--- config.mk ---
export PLATFORM = sky130hd
export DESIGN_NAME = updown_reload_timer
export DESIGN_NICKNAME = d
export VERILOG_FILES = /design/src/rtl/urt_pkg.sv /design/src/rtl/urt_tick_src.sv /design/src/rtl/urt_core.sv /design/src/rtl/updown_reload_timer.sv
export SDC_FILE = /design/constraint.sdc
export NUM_CORES = 1
export LEC_CHECK = 0
export CELL_PAD_IN_SITES_DETAIL_PLACEMENT = 1
export CELL_PAD_IN_SITES_GLOBAL_PLACEMENT = 1
export CORE_MARGIN = 2
export CORE_UTILIZATION = 53
export CTS_CLUSTER_DIAMETER = 200
export CTS_CLUSTER_SIZE = 28
export DETAILED_ROUTE_END_ITERATION = 6
export DONT_BUFFER_PORTS = 1
export PLACE_DENSITY_LB_ADDON = 0.1
export SYNTH_ARGS = -nofsm -noshare
export SYNTH_HDL_FRONTEND = slang
export SYNTH_SLANG_ARGS = --single-unit
--- constraint.sdc ---
create_clock -name clk -period 4.8 [get_ports clk]
set_input_delay 0.24 -clock clk [delete_from_list [all_inputs] [get_ports clk]]
set_output_delay 0.24 -clock clk [all_outputs]
set_load 0.1 [all_outputs]
--- src/rtl/urt_pkg.sv ---
package urt_pkg;
    localparam int CNT_W = 16;

    typedef enum logic [2:0] {
        A_CNT_LO = 3'd0,
        A_CNT_HI = 3'd1,
        A_RLD_LO = 3'd2,
        A_RLD_HI = 3'd3,
        A_FLAGS  = 3'd4
    } reg_addr_e;

    typedef struct packed {
        logic [CNT_W-1:0] cnt;
        logic [CNT_W-1:0] rld;
        logic             tf;
        logic             xf;
        logic             co;
    } core_st_t;
endpackage

--- src/rtl/urt_tick_src.sv ---
module urt_tick_src #(
    parameter int DIV = 6
) (
    input  logic clk,
    input  logic rst_n,
    input  logic run,
    input  logic ext_sel,
    input  logic dir_pin,
    input  logic ext_pin,
    output logic tick,
    output logic dir_up
);
    localparam int PW = (DIV > 2) ? $clog2(DIV) : 1;
    localparam logic [PW-1:0] LAST = PW'(DIV - 1);

    typedef struct packed {
        logic [PW-1:0] pre;
        logic [1:0]    xs;
        logic          xprev;
        logic [1:0]    ds;
    } src_st_t;

    src_st_t st_d, st_q;

    always_comb begin
        st_d = st_q;
        // prescaler only runs for the internal source
        if (run && !ext_sel) begin
            st_d.pre = (st_q.pre == LAST) ? '0 : st_q.pre + 1'b1;
        end else begin
            st_d.pre = '0;
        end
        st_d.xs    = {st_q.xs[0], ext_pin};
        st_d.xprev = st_q.xs[1];
        st_d.ds    = {st_q.ds[0], dir_pin};
    end

    always_ff @(posedge clk or negedge rst_n) begin
        if (!rst_n) st_q <= '0;
        else        st_q <= st_d;
    end

    assign tick   = run && (ext_sel ? (st_q.xprev && !st_q.xs[1])
                                    : (st_q.pre == LAST));
    assign dir_up = st_q.ds[1];
endmodule

--- src/rtl/urt_core.sv ---
module urt_core
    import urt_pkg::*;
(
    input  logic             clk,
    input  logic             rst_n,
    input  logic             tick,
    input  logic             count_up,
    input  logic             co_mode,
    input  logic             wr_en,
    input  logic [2:0]       wr_addr,
    input  logic [7:0]       wr_data,
    output logic [CNT_W-1:0] cnt,
    output logic [CNT_W-1:0] rld,
    output logic             evt_up,
    output logic             evt_dn,
    output logic             tf,
    output logic             xf,
    output logic             co
);
    core_st_t st_d, st_q;
    logic     cnt_wr;
    logic     up_eff;
    logic     wrap_up, wrap_dn;

    always_comb begin
        st_d    = st_q;
        cnt_wr  = wr_en && (wr_addr == A_CNT_LO || wr_addr == A_CNT_HI);
        up_eff  = co_mode || count_up;
        wrap_up = 1'b0;
        wrap_dn = 1'b0;

        // counting step; a counter byte write cancels it
        if (tick && !cnt_wr) begin
            if (up_eff) begin
                if (st_q.cnt == '1) begin
                    st_d.cnt = st_q.rld;
                    wrap_up  = 1'b1;
                end else begin
                    st_d.cnt = st_q.cnt + 1'b1;
                end
            end else begin
                if (st_q.cnt == st_q.rld) begin
                    st_d.cnt = '1;
                    wrap_dn  = 1'b1;
                end else begin
                    st_d.cnt = st_q.cnt - 1'b1;
                end
            end
        end

        // software writes
        if (wr_en) begin
            case (wr_addr)
                A_CNT_LO: st_d.cnt[7:0]       = wr_data;
                A_CNT_HI: st_d.cnt[CNT_W-1:8] = wr_data;
                A_RLD_LO: st_d.rld[7:0]       = wr_data;
                A_RLD_HI: st_d.rld[CNT_W-1:8] = wr_data;
                A_FLAGS: begin
                    st_d.tf = wr_data[0];
                    st_d.xf = wr_data[1];
                end
                default: ;
            endcase
        end

        // hardware flag update wins over the write above
        if ((wrap_up || wrap_dn) && !co_mode) begin
            st_d.tf = 1'b1;
            st_d.xf = ~st_q.xf;
        end

        // square-wave output
        if (!co_mode) begin
            st_d.co = 1'b0;
        end else if (wrap_up) begin
            st_d.co = ~st_q.co;
        end
    end

    always_ff @(posedge clk or negedge rst_n) begin
        if (!rst_n) st_q <= '0;
        else        st_q <= st_d;
    end

    assign cnt    = st_q.cnt;
    assign rld    = st_q.rld;
    assign tf     = st_q.tf;
    assign xf     = st_q.xf;
    assign co     = st_q.co;
    assign evt_up = wrap_up && !co_mode;
    assign evt_dn = wrap_dn && !co_mode;
endmodule

--- src/rtl/updown_reload_timer.sv ---
module updown_reload_timer
    import urt_pkg::*;
#(
    parameter int DIV = 6
) (
    input  logic       clk,
    input  logic       rst_n,
    input  logic       run,
    input  logic       ext_sel,
    input  logic       dir_en,
    input  logic       dir_pin,
    input  logic       ext_clk_pin,
    input  logic       clkout_en,
    input  logic       wr_en,
    input  logic [2:0] wr_addr,
    input  logic [7:0] wr_data,
    output logic       tmr_flag,
    output logic       ext_flag,
    output logic       clk_out
);
    logic             tick;
    logic             dir_up;
    logic             co_mode;
    logic             count_up;
    logic [CNT_W-1:0] cnt_w;
    logic [CNT_W-1:0] rld_w;
    logic             evt_up, evt_dn;

    assign co_mode  = clkout_en && !ext_sel && run;
    assign count_up = !dir_en || dir_up;

    urt_tick_src #(.DIV(DIV)) u_src (
        .clk     (clk),
        .rst_n   (rst_n),
        .run     (run),
        .ext_sel (ext_sel),
        .dir_pin (dir_pin),
        .ext_pin (ext_clk_pin),
        .tick    (tick),
        .dir_up  (dir_up)
    );

    urt_core u_core (
        .clk      (clk),
        .rst_n    (rst_n),
        .tick     (tick),
        .count_up (count_up),
        .co_mode  (co_mode),
        .wr_en    (wr_en),
        .wr_addr  (wr_addr),
        .wr_data  (wr_data),
        .cnt      (cnt_w),
        .rld      (rld_w),
        .evt_up   (evt_up),
        .evt_dn   (evt_dn),
        .tf       (tmr_flag),
        .xf       (ext_flag),
        .co       (clk_out)
    );
endmodule

# Yosys cells after proc, flatten, opt, wreduce, memory -nomap -nowiden
# Index checks and enable logic that the tools add are counted.
totals:
  register_bits: 43
  in_bits: 20
op_classes:
  eq_ne: 8
  mux: 22
  n_bitwise: 2
  n_addsub: 3
  reduce_logical: 23
op_table:
  columns: ["operator", "n"]
  rows:
  - ["$mux 16", 4]
  - ["$mux 34", 1]
  - ["$mux 8", 4]
  - ["$add 16x1->16 const B", 1]
  - ["$eq 16x16->1", 1]
  - ["$eq 16x16->1 const B", 1]
  - ["$sub 16x1->16 const B", 1]
  - ["$mux 1", 9]
  - ["$logic_and 1x1->1", 8]
  - ["$eq 3x2->1 const B", 2]
  - ["$eq 3x3->1 const B", 2]
  - ["$mux 3", 2]
  - ["$reduce_and 2->1", 3]
  - ["$logic_not 1->1", 5]
  - ["$logic_or 1x1->1", 4]
  - ["$mux 2", 2]
  - ["$reduce_bool 2->1", 2]
  - ["$add 3x1->3 const B", 1]
  - ["$eq 3x1->1 const B", 1]
  - ["$logic_not 3->1", 1]
  - ["$ne 2x2->1 const B", 1]
  - ["$not 1->1", 2]

# Logic depth before layout (Yosys ltp)
# Gate-level depths: netlist of the first run.
depth:
  depth_word: 10
  depth_mapped: 9
  ltp_nobuf: 8

# Hierarchy
# A second synthesis of the first run with hierarchy kept.
unflattened:
  hier_cells: 318
  hier_area_um2: 2839.0
by_module_without_submodules:
  columns: ["module", "instances", "area_per_inst_um2", "cells_each", "seq_area_each_um2"]
  rows:
  - ["urt_core", 1, 2544.9, 297, 875.8]
  - ["urt_tick_src", 1, 279.0, 19, 200.2]
  - ["updown_reload_timer", 1, 15.0, 2, 0.0]

# Worst setup path before layout of the first run
# OpenSTA, ideal clock, no wires.
synth_timing:
  path_kind: "register to register"
  from: "register u_core.st_q, in the netlist u_core.cnt[6]"
  to: "register u_core.st_q, in the netlist u_core.cnt[11]"
  stages_incl_launch_ff: 9
  period_less_slack_ps: 2137
  path_buffers: 2
  setup_time_ps: 126
  arrival_time_ps: 2011
  setup_slack_ps: 2663
  cell_sequence: "dfrtp_1 > buf_4 > inv_1 > or4_4 > or3_1 > buf_6 > nor2_2 > a211oi_2 > o32a_1"
synth_lines:
  columns: ["element", "line_no", "source"]
  rows:
  - ["start: declaration", "urt_core.sv:20", "core_st_t st_d, st_q;"]
  - ["start signal: assignment", "urt_core.sv:82", "else st_q <= st_d;"]

==> results.toml, run 1 <==
[critical_path]
cp_slowest_cell = "or3_1"
ff2ff_setup_slack_ns = 2.11
crit_chain = "inv_1, or4_4, or3_1, nor2_4, a22oi_1, o211ai_1"
path_max_fanout = 14
critPathKind = "reg -> reg"
max_stage_delay_ns = 0.64
startpoint_type = "flop"
critPathCaptureType = "flop"
arrival_ns = 2.92
cp_data_required_time_ns = 5.03

[sta]
worst_slack_ns = 2.11
final-setup-viol-count = 0
period_minus_slack_ns = 2.69
clock_skew_ns = 0.00710
max_freq_ghz = 0.371
timing.final.crit_share_pct = 56.1
slew_headroom_pct = 37.4
rsz0062_at_grt = "no"
tightestPinTransition_ns = 0.939
setup_tns_ns = 0
finalHoldViolations = 0
drv_slew = 0

[synthesis]
yosysSeqAreaShare_pct = 36.5
postSynthNetCount = 349
synth_area_sq_um = 2950
ys_seq_elements = 43
synth-edff-count = 0
synth_warnings = 0
synth_ff_type = "dfrtp_1"
avgSynthCellArea_sq_um = 9.03
synth_cell_types = 53
synthCells = 327
async_flop_share_pct = 100

[grt]
grt-ovfl-total = 0
grt_pass1_wl_um = 14300
grt_max_degree = 44
antenna_found_initial = 0
grtUsageTotal_pct = 30.7
grt_pass1_vias = 2605

[drt]
totalWireLength_um = 8980
drtIter0Drc = 155
vias = 2504
firstDrtPassIters = 4
antenna_left = 0
viasPerCell = 6.40
drc_errors = 0
routedWlPerCell_um = 23.0

[place]
gp_congestion = 0.859
hpwl_um = 6180
place_area_sq_um = 2930
dpl.cell_count = 378
dp_slack_ns = 2.14
io_buffers = 0

[cts]
cts_tree = "built"
clk_pin_slew_worst_paths_ns = 0.09
postCtsSetupRepairBufs = 0
cts_made_buffers = 5
cts_sinks = 43
insertion_delay_ns = 0.31
h-tree-depth = 2
cts_buffer_depth = 2
cts_root_buf = "clkbuf_8"

[layout]
fin_area_sq_um = 3110
fill_cells = 635
regArea_sq_um = 1080
drive_above_1_share_pct = 11.9
nets = 340
n_antenna_cell = 0
finalNonFillerCells = 391
syn_to_final_growth_pct = 5.26
multiInputGateArea_sq_um = 1730

[floorplanning]
num_rows = 27
die_area_sq_um = 6180
start_util_pct = 54.3
die_y_um = 78.6
io_pins = 23
dieWidth_um = 78.6
core_area_sq_um = 5440

[job]
cap_violations = 0

[pwr]
leakage_nw = 1.21
vdd_drop_max_mv = 0.222
p_per_area_nw_per_um2 = 424
finalPower_w = 0.00132

[worst_hold_path]
hp-class = "in -> reg"

[outcome]
status = "completed"
[layout make-up]
cell class                 count  share of cell area [%]
clock buffer                   5                    2.22
clock inverter                 3                    1.41
inverter                       7                   0.846
multi-input combinational    255                    55.6
sequential                    43                    34.6
tap                           72                    2.90
timing repair buffer           6                    2.42
[stage by stage]
| stage | hold slack, ns | utilization (%) |
|---|---|---|
| 6_report | 0.0485 | 57.1 |
| 3_5_place_dp | -0.0546 | 53.8 |
| 2_1_floorplan | -0.0556 | - |
| 4_1_cts | 0.0422 | 57.1 |
| 3_3_place_gp | -0.0545 | 53.8 |
| 5_1_grt | 0.0676 | 57.1 |
[final timing paths]
| path | to | start | cells past startpoint |
|---|---|---|---|
| worst max-delay path | u_core.cnt[15] | u_core.cnt[6] | 6 |
| min in group asynchronous | u_core.rld[14] | rst_n | 2 |
| worst min register to register | u_src.dir_up | u_src.st_d[1] | 0 |
| max in group asynchronous | u_core.cnt[4] | rst_n | 2 |
| worst min-delay path | u_src.st_q[6] | run | 2 |
| worst max register to register | u_core.cnt[15] | u_core.cnt[6] | 6 |
[critical path, delay by kind of cell (launching register included)]
kind	cells	cell delay, ns
buf+inv	1	0.14
flops	1	0.58
compound gates	2	0.33
simple gates	3	1.55
[cell usage after synthesis (2+ instances only)]
master / n / area, sq um
mux2_2: 17 / 191
buf_4: 2 / 15.0
buf_2: 8 / 40.0
inv_1: 7 / 26.3
ha_1: 2 / 25.0
a31oi_1: 6 / 37.5
o21ai_0: 13 / 65.1
xor2_1: 23 / 201
and3b_1: 2 / 17.5
a41oi_2: 2 / 32.5
o211ai_2: 2 / 25.0
nor3b_1: 2 / 15.0
mux2i_1: 3 / 30.0
o211ai_1: 5 / 37.5
and2_1: 3 / 18.8
a22oi_1: 3 / 22.5
and3_1: 3 / 18.8
or3_1: 6 / 37.5
nand4_1: 5 / 31.3
a21oi_1: 17 / 85.1
nor2b_1: 2 / 12.5
dfrtp_1: 43 / 1080
xnor2_1: 14 / 123
nand2_1: 31 / 116
a221oi_1: 2 / 17.5
nand3_1: 9 / 45.0
buf_6: 3 / 33.8
nand2b_1: 3 / 18.8
nor2_1: 30 / 113
clkbuf_1: 9 / 33.8
nor3_1: 10 / 50.1
nor4_1: 8 / 50.1
a21o_1: 7 / 52.6
o41ai_1: 2 / 17.5
o21a_1: 3 / 22.5
nand3b_1: 3 / 22.5
[placed cells by master (no fill, tap or decap), drive strengths merged, types with 3 or more instances in the layout]
| cell type | n |
|---|---|
| nand4 | 6 |
| clkbuf | 5 |
| mux2 | 17 |
| nand2 | 31 |
| a31oi | 6 |
| or3 | 6 |
| xnor2 | 14 |
| xor2 | 23 |
| inv | 7 |
| nand3 | 10 |
| nor3 | 10 |
| dlygate4sd3 | 4 |
| a21o | 7 |
| and3 | 3 |
| and2 | 3 |
| o21ai | 13 |
| nor2 | 32 |
| nand3b | 3 |
| o211ai | 7 |
| mux2i | 3 |
| a22oi | 3 |
| nand2b | 3 |
| o21a | 3 |
| nor4 | 8 |
| a21oi | 17 |
| dfrtp | 43 |
[registers in the layout, indices dropped and copies added (netlist names)]
register      cells
u_src.dir_up      1
u_src.st_q        4
u_core.rld       16
u_src.st_d        3
u_core.xf         1
u_core.co         1
u_core.tf         1
u_core.cnt       16
[cells by family after synthesis]
| kind of cell | count (synthesis) | synth area share (%) |
|---|---|---|
| AND/OR/NAND/NOR | 124 | 21.9 |
| AO/OA/AOI/OAI | 72 | 17.3 |
| flip-flops | 43 | 36.5 |
| XOR/XNOR | 37 | 11.0 |
| buffers and inverters | 29 | 5.04 |
| multiplexers | 20 | 7.50 |
| adder cells (fa/ha/maj) | 2 | 0.848 |
[routing by layer]
metal  up-vias  GRT usage (%)  part of all wire [%]
met5         -              0                     0
met4         0           10.4                   1.6
met3        13           5.06                   3.5
met2        61           52.2                    50
met1      1278           39.7                    45
li1       1152              -                     -
[where the power goes]
part | total, W | internal, W | switching (W)
logic | 0.000385 | 0.000186 | 0.000198
clock network | 0.000297 | 0.000155 | 0.000141
registers | 0.000636 | 0.000438 | 0.000198
[repair_timing]
action,CTS,global route
hold buffers,5,0
endpoints found under the hold margin,46,0
resized for setup,0,0
Note: power is estimated with default switching activity, not from simulation.
==> run 2, diff against run 1 <==
Settings changed: ABC_AREA set to 1, CORE_UTILIZATION 53 to 41.
Clock period 4.8 ns to 2.24 ns, I/O delays scaled along.
==> run 2 against run 1 <==
Combinational power rose to 3.4 times the previous value. Cell count rose by 70%. Register-to-register slack got worse by 1.9 ns. Critical path depth rose by 4. Clock-buffer cell count did not move. Global-route usage fell by 3.9 points. Synthesized cell count rose by 68%. Worst hold slack got worse by 0.044 ns. Utilization fell by 11 points. Clock skew rose by 0.0076 ns. Highest routed layer unchanged.
==> results.toml, run 2 <==
[synthesis]
ys_seq_elements = 43
synth_cell_types = 33
synth_area_leaders = "dfrtp_1 (31%), nand2_1 (19%), nor2_1 (8.6%)"
synth_ff_type = "dfrtp_1"
synth_warnings = 0
avgSynthCellArea_sq_um = 6.34
synth_top_area_share_pct = 31.0
async_flop_share_pct = 100
synth-edff-count = 0
synth_area_sq_um = 3470
synthCells = 548
synth_commonest_cells = "nand2_1 (178), nor2_1 (80), inv_1 (68)"
postSynthNetCount = 570
yosysTopAreaCell = "dfrtp_1"
yosysSeqAreaShare_pct = 31.0
synth.most_common_cell = "nand2_1"

[drt]
routedWlPerCell_um = 17.1
drc_errors = 0
totalWireLength_um = 11400
antenna_left = 0
vias = 3463
drtIter0Drc = 181
firstDrtPassIters = 4
viasPerCell = 5.21

[grt]
grt-ovfl-total = 0
grt_pass1_wl_um = 18400
grt_max_degree = 44
grtUsageTotal_pct = 26.8
grt_pass1_vias = 3483
antenna_found_initial = 0

[pwr]
leakage_nw = 1.90
p_per_area_nw_per_um2 = 819
vdd_drop_max_mv = 0.372
finalPower_w = 0.00311

[critical_path]
timing.rr.start = "u_core.cnt[0]"
cp_data_required_time_ns = 2.46
critPathCaptureType = "flop"
max_stage_delay_ns = 0.42
startpoint = "u_core.cnt[0]"
crit_family = "simple AND/OR/NAND/NOR gates"
ff2ff_setup_slack_ns = 0.24
path_buf_inv = 3
cp_slowest_cell = "dfrtp_1"
crit_chain = "buf_4, inv_2, ha_1, inv_1, nor2_1, nand4_1, nand3_1, nand4_1, nor2_1, nor2_1"
startpoint_type = "flop"
worstRegToRegCells = 10
path_common_cell = "nor2_1"
arrival_ns = 2.23
path_depth = 10
critPathKind = "reg -> reg"
path_max_fanout = 7

[worst_hold_path]
min_from = "wr_data[4]"
whs_path_depth = 2
hp-class = "in -> reg"

[sta]
period_minus_slack_ns = 2.00
rsz0062_at_grt = "no"
slew_headroom_pct = 58.7
worst_slack_ns = 0.237
setup_tns_ns = 0
drv_slew = 0
clock_skew_ns = 0.0147
tightestPinTransition_ns = 0.618
timing.final.crit_share_pct = 89.4
final-setup-viol-count = 0
finalHoldViolations = 0
max_freq_ghz = 0.499

[floorplanning]
num_rows = 33
core_area_sq_um = 8220
die_y_um = 96.1
io_pins = 23
die_area_sq_um = 9230
start_util_pct = 42.3
dieWidth_um = 96.1

[cts]
cts_tree = "built"
cts_buffer_depth = 2
cts_made_buffers = 5
hold_buffers = 14
clk_pin_slew_worst_paths_ns = 0.11
cts_sinks = 43
post_cts_resize_count = 0
cts_root_buf = "clkbuf_8"
insertion_delay_ns = 0.32
postCtsSetupRepairBufs = 0
h-tree-depth = 2

[layout]
mostFrequentLayoutCells = "nand2_1 (178), nor2_1 (80), inv_1 (68)"
syn_to_final_growth_pct = 9.18
layout_commonest_cell = "nand2_1"
n_antenna_cell = 0
drive_above_1_share_pct = 9.82
fin_area_sq_um = 3790
nets = 581

[place]
place_area_sq_um = 3540
io_buffers = 0
hpwl_um = 8730
dp_slack_ns = 0.289
gp_congestion = 1.04

[job]
cap_violations = 0

[outcome]
status = "completed"
[run 2: logic make-up (layout without fill, tap and decap cells)]
kind of cell    Yosys count  in the layout  synth area share, %
fa+ha+maj                 2              2                0.720
compound gates           54             54                 8.89
simple gates            346            346                 45.4
buf+inv                  93            105                 11.5
flops                    43             43                 31.0
xor+xnor                 10             10                 2.52
[run 2: stage by stage]
stage	instances	hold WS [ns]	util, %
after floorplan	548	-0.184	-
after global placement	643	-0.182	43.1
after detailed placement	643	-0.182	43.1
after CTS	665	0.0175	46.2
after global routing	665	0.0197	46.2
final	665	0.00429	46.2
[run 2: cell type report]
type	count	area (sq um)
fill	1112	4420
multi-input combinational	412	2000
sequential	43	1080
inverter	77	289
timing repair buffer	20	203
tap	105	131
clock buffer	5	68.8
clock inverter	3	26.3
[run 2: worst register-to-register path, cell delays in order, from the launching register on]
cell	delay, ns
dfrtp_1	0.42
buf_4	0.18
inv_2	0.10
ha_1	0.29
inv_1	0.12
nor2_1	0.20
nand4_1	0.20
nand3_1	0.14
nand4_1	0.09
nor2_1	0.12
nor2_1	0.05
[run 2: worst paths after layout]
path                                  endpoint
worst max register to register   u_core.cnt[4]
min in group asynchronous        u_core.cnt[3]
worst min register to register    u_src.dir_up
worst max-delay path             u_core.cnt[4]
max in group asynchronous       u_core.rld[11]
worst min-delay path             u_core.rld[4]
[run 2: power by group]
group          internal [W]  switching [W]  leakage (nW)
clock network      0.000231       0.000349        0.0491
registers          0.000935       0.000306         0.532
logic              0.000434       0.000853          1.32
total               0.00160        0.00151          1.90
[run 2: routing by layer]
| metal | vias up | track usage, % | routed length [um] |
|---|---|---|---|
| met5 | - | 0 | 0 |
| met4 | 0 | 7.86 | 236 |
| met3 | 20 | 4.39 | 613 |
| met2 | 86 | 43.9 | 5290 |
| met1 | 1623 | 36.3 | 5230 |
| li1 | 1734 | - | - |
==> run 3, diff against run 2 <==
Settings changed: MAX_ROUTING_LAYER set to met4.
==> run 3 against run 2 <==
Die area unchanged. Global-route usage rose by 1.0 points. Combinational power hardly changed. Final area is 0.36% higher. Fmax fell by 2.1%. Non-clock buffer count grew 1. Critical endpoint is now u_core.cnt[14]. Largest power group unchanged.
==> results.toml, run 3 (same netlist as run 2, synthesis figures left out) <==
[outcome]
status = "completed"

[cts]
h-tree-depth = 2
hold_buffers = 15
postCtsSetupRepairBufs = 0
cts_made_buffers = 5
cts_buffer_depth = 2
clk_pin_slew_worst_paths_ns = 0.10
insertion_delay_ns = 0.31
cts_root_buf = "clkbuf_8"
cts_tree = "built"
post_cts_resize_count = 0
cts_sinks = 43

[grt]
grt_max_degree = 44
grt_pass1_wl_um = 18600
grt_pass1_vias = 3497
grt-ovfl-total = 0
grtUsageTotal_pct = 27.8
antenna_found_initial = 0

[layout]
syn_to_final_growth_pct = 9.58
n_antenna_cell = 0
drive_above_1_share_pct = 9.80
mostFrequentLayoutCells = "nand2_1 (178), nor2_1 (80), inv_1 (68)"
fill_cells = 1131
fin_area_sq_um = 3810
layout_commonest_cell = "nand2_1"
nets = 582

[sta]
drv_slew = 0
timing.final.crit_share_pct = 91.4
clock_skew_ns = 0.0112
slew_headroom_pct = 59.6
max_freq_ghz = 0.489
period_minus_slack_ns = 2.05
finalHoldViolations = 0
rsz0062_at_grt = "no"
setup_tns_ns = 0
tightestPinTransition_ns = 0.604
final-setup-viol-count = 0

[critical_path]
cp_slowest_cell = "dfrtp_1"
timing.rr.start = "u_core.cnt[0]"
critPathKind = "reg -> reg"
critPathCaptureType = "flop"
crit_family = "simple AND/OR/NAND/NOR gates"
cp_data_required_time_ns = 2.45
path_buf_inv = 5
startpoint_type = "flop"
startpoint = "u_core.cnt[0]"
crit_chain = "buf_4, inv_2, ha_1, inv_1, nor2_1, nand2_1, nand2_1, nand2_1, inv_1, nand2_1, nand2_1, nand3_1, nand2_1, inv_1"
arrival_ns = 2.26
path_max_fanout = 7
path_common_cell = "nand2_1"
max_stage_delay_ns = 0.43

[drt]
firstDrtPassIters = 5
routedWlPerCell_um = 17.3
totalWireLength_um = 11600
drc_errors = 0
drtIter0Drc = 238
antenna_left = 0
viasPerCell = 5.30
vias = 3528

[place]
io_buffers = 0
gp_congestion = 1.05
place_area_sq_um = 3540
hpwl_um = 8920

[floorplanning]
die_area_sq_um = 9230
start_util_pct = 42.3
num_rows = 33
dieWidth_um = 96.1
core_area_sq_um = 8220
die_y_um = 96.1
io_pins = 23

[job]
cap_violations = 0

[pwr]
leakage_nw = 1.90
vdd_drop_max_mv = 0.362
p_per_area_nw_per_um2 = 820

[worst_hold_path]
min_from = "wr_data[2]"
hp-class = "in -> reg"
-- run 3: worst reg2reg max path, delay by kind of cell, from the launching register on --
| family | cells | cell delay (ns) |
|---|---|---|
| and+or+nand+nor | 8 | 0.72 |
| buffers and inverters | 5 | 0.49 |
| adders and majority gates | 1 | 0.30 |
| DFF | 1 | 0.43 |
-- run 3: layout make-up --
type / instances / area (sq um) / share of cell area, %
well taps: 105 / 131 / 3.45
inverters: 77 / 289 / 7.59
flip-flops and latches: 43 / 1080 / 28.3
multi-input cells: 412 / 2000 / 52.5
clock inverters: 2 / 16.3 / 0.427
clock buffers: 6 / 82.6 / 2.17
repair buffers: 21 / 213 / 5.59
-- run 3: power breakdown --
group	switching (W)	leakage [nW]	internal [W]
Combinational	0.000871	1.32	0.000435
Clock	0.000322	0.0474	0.000253
Sequential	0.000305	0.532	0.000936
-- run 3: metal layers --
layer	part of all wire (%)	global-route usage, %
met5	0	-
met2	47	45.0
met3	2.9	3.29
met1	48	37.2
met4	2.0	6.79
-- run 3: final timing paths --
check / to / depth (start not counted) / slack [ns]
min in group asynchronous: u_core.cnt[4] / 2 / 0.31
hold / removal: u_core.rld[2] / 2 / 0.02
max in group asynchronous: u_core.rld[15] / 2 / 1.70
setup / recovery: u_core.cnt[14] / 14 / 0.19
setup reg to reg: u_core.cnt[14] / 14 / 0.19
hold reg to reg: u_src.st_d[2] / 0 / 0.36
-- run 3: metrics by stage --
| stage | power, W | instances | setup slack (ns) | hold WS (ns) | util (%) |
|---|---|---|---|---|---|
| final | 0.00312 | 666 | 0.194 | 0.0168 | 46.3 |
| after detailed placement | 0.00249 | 643 | 0.292 | -0.183 | 43.1 |
| after global placement | 0.00246 | 643 | 0.313 | -0.182 | 43.1 |
| after floorplan | 0.00219 | 548 | 0.488 | -0.184 | - |
| after CTS | 0.00311 | 666 | 0.266 | 0.0278 | 46.3 |
| after global routing | 0.00338 | 666 | 0.0760 | 0.0507 | 46.3 |
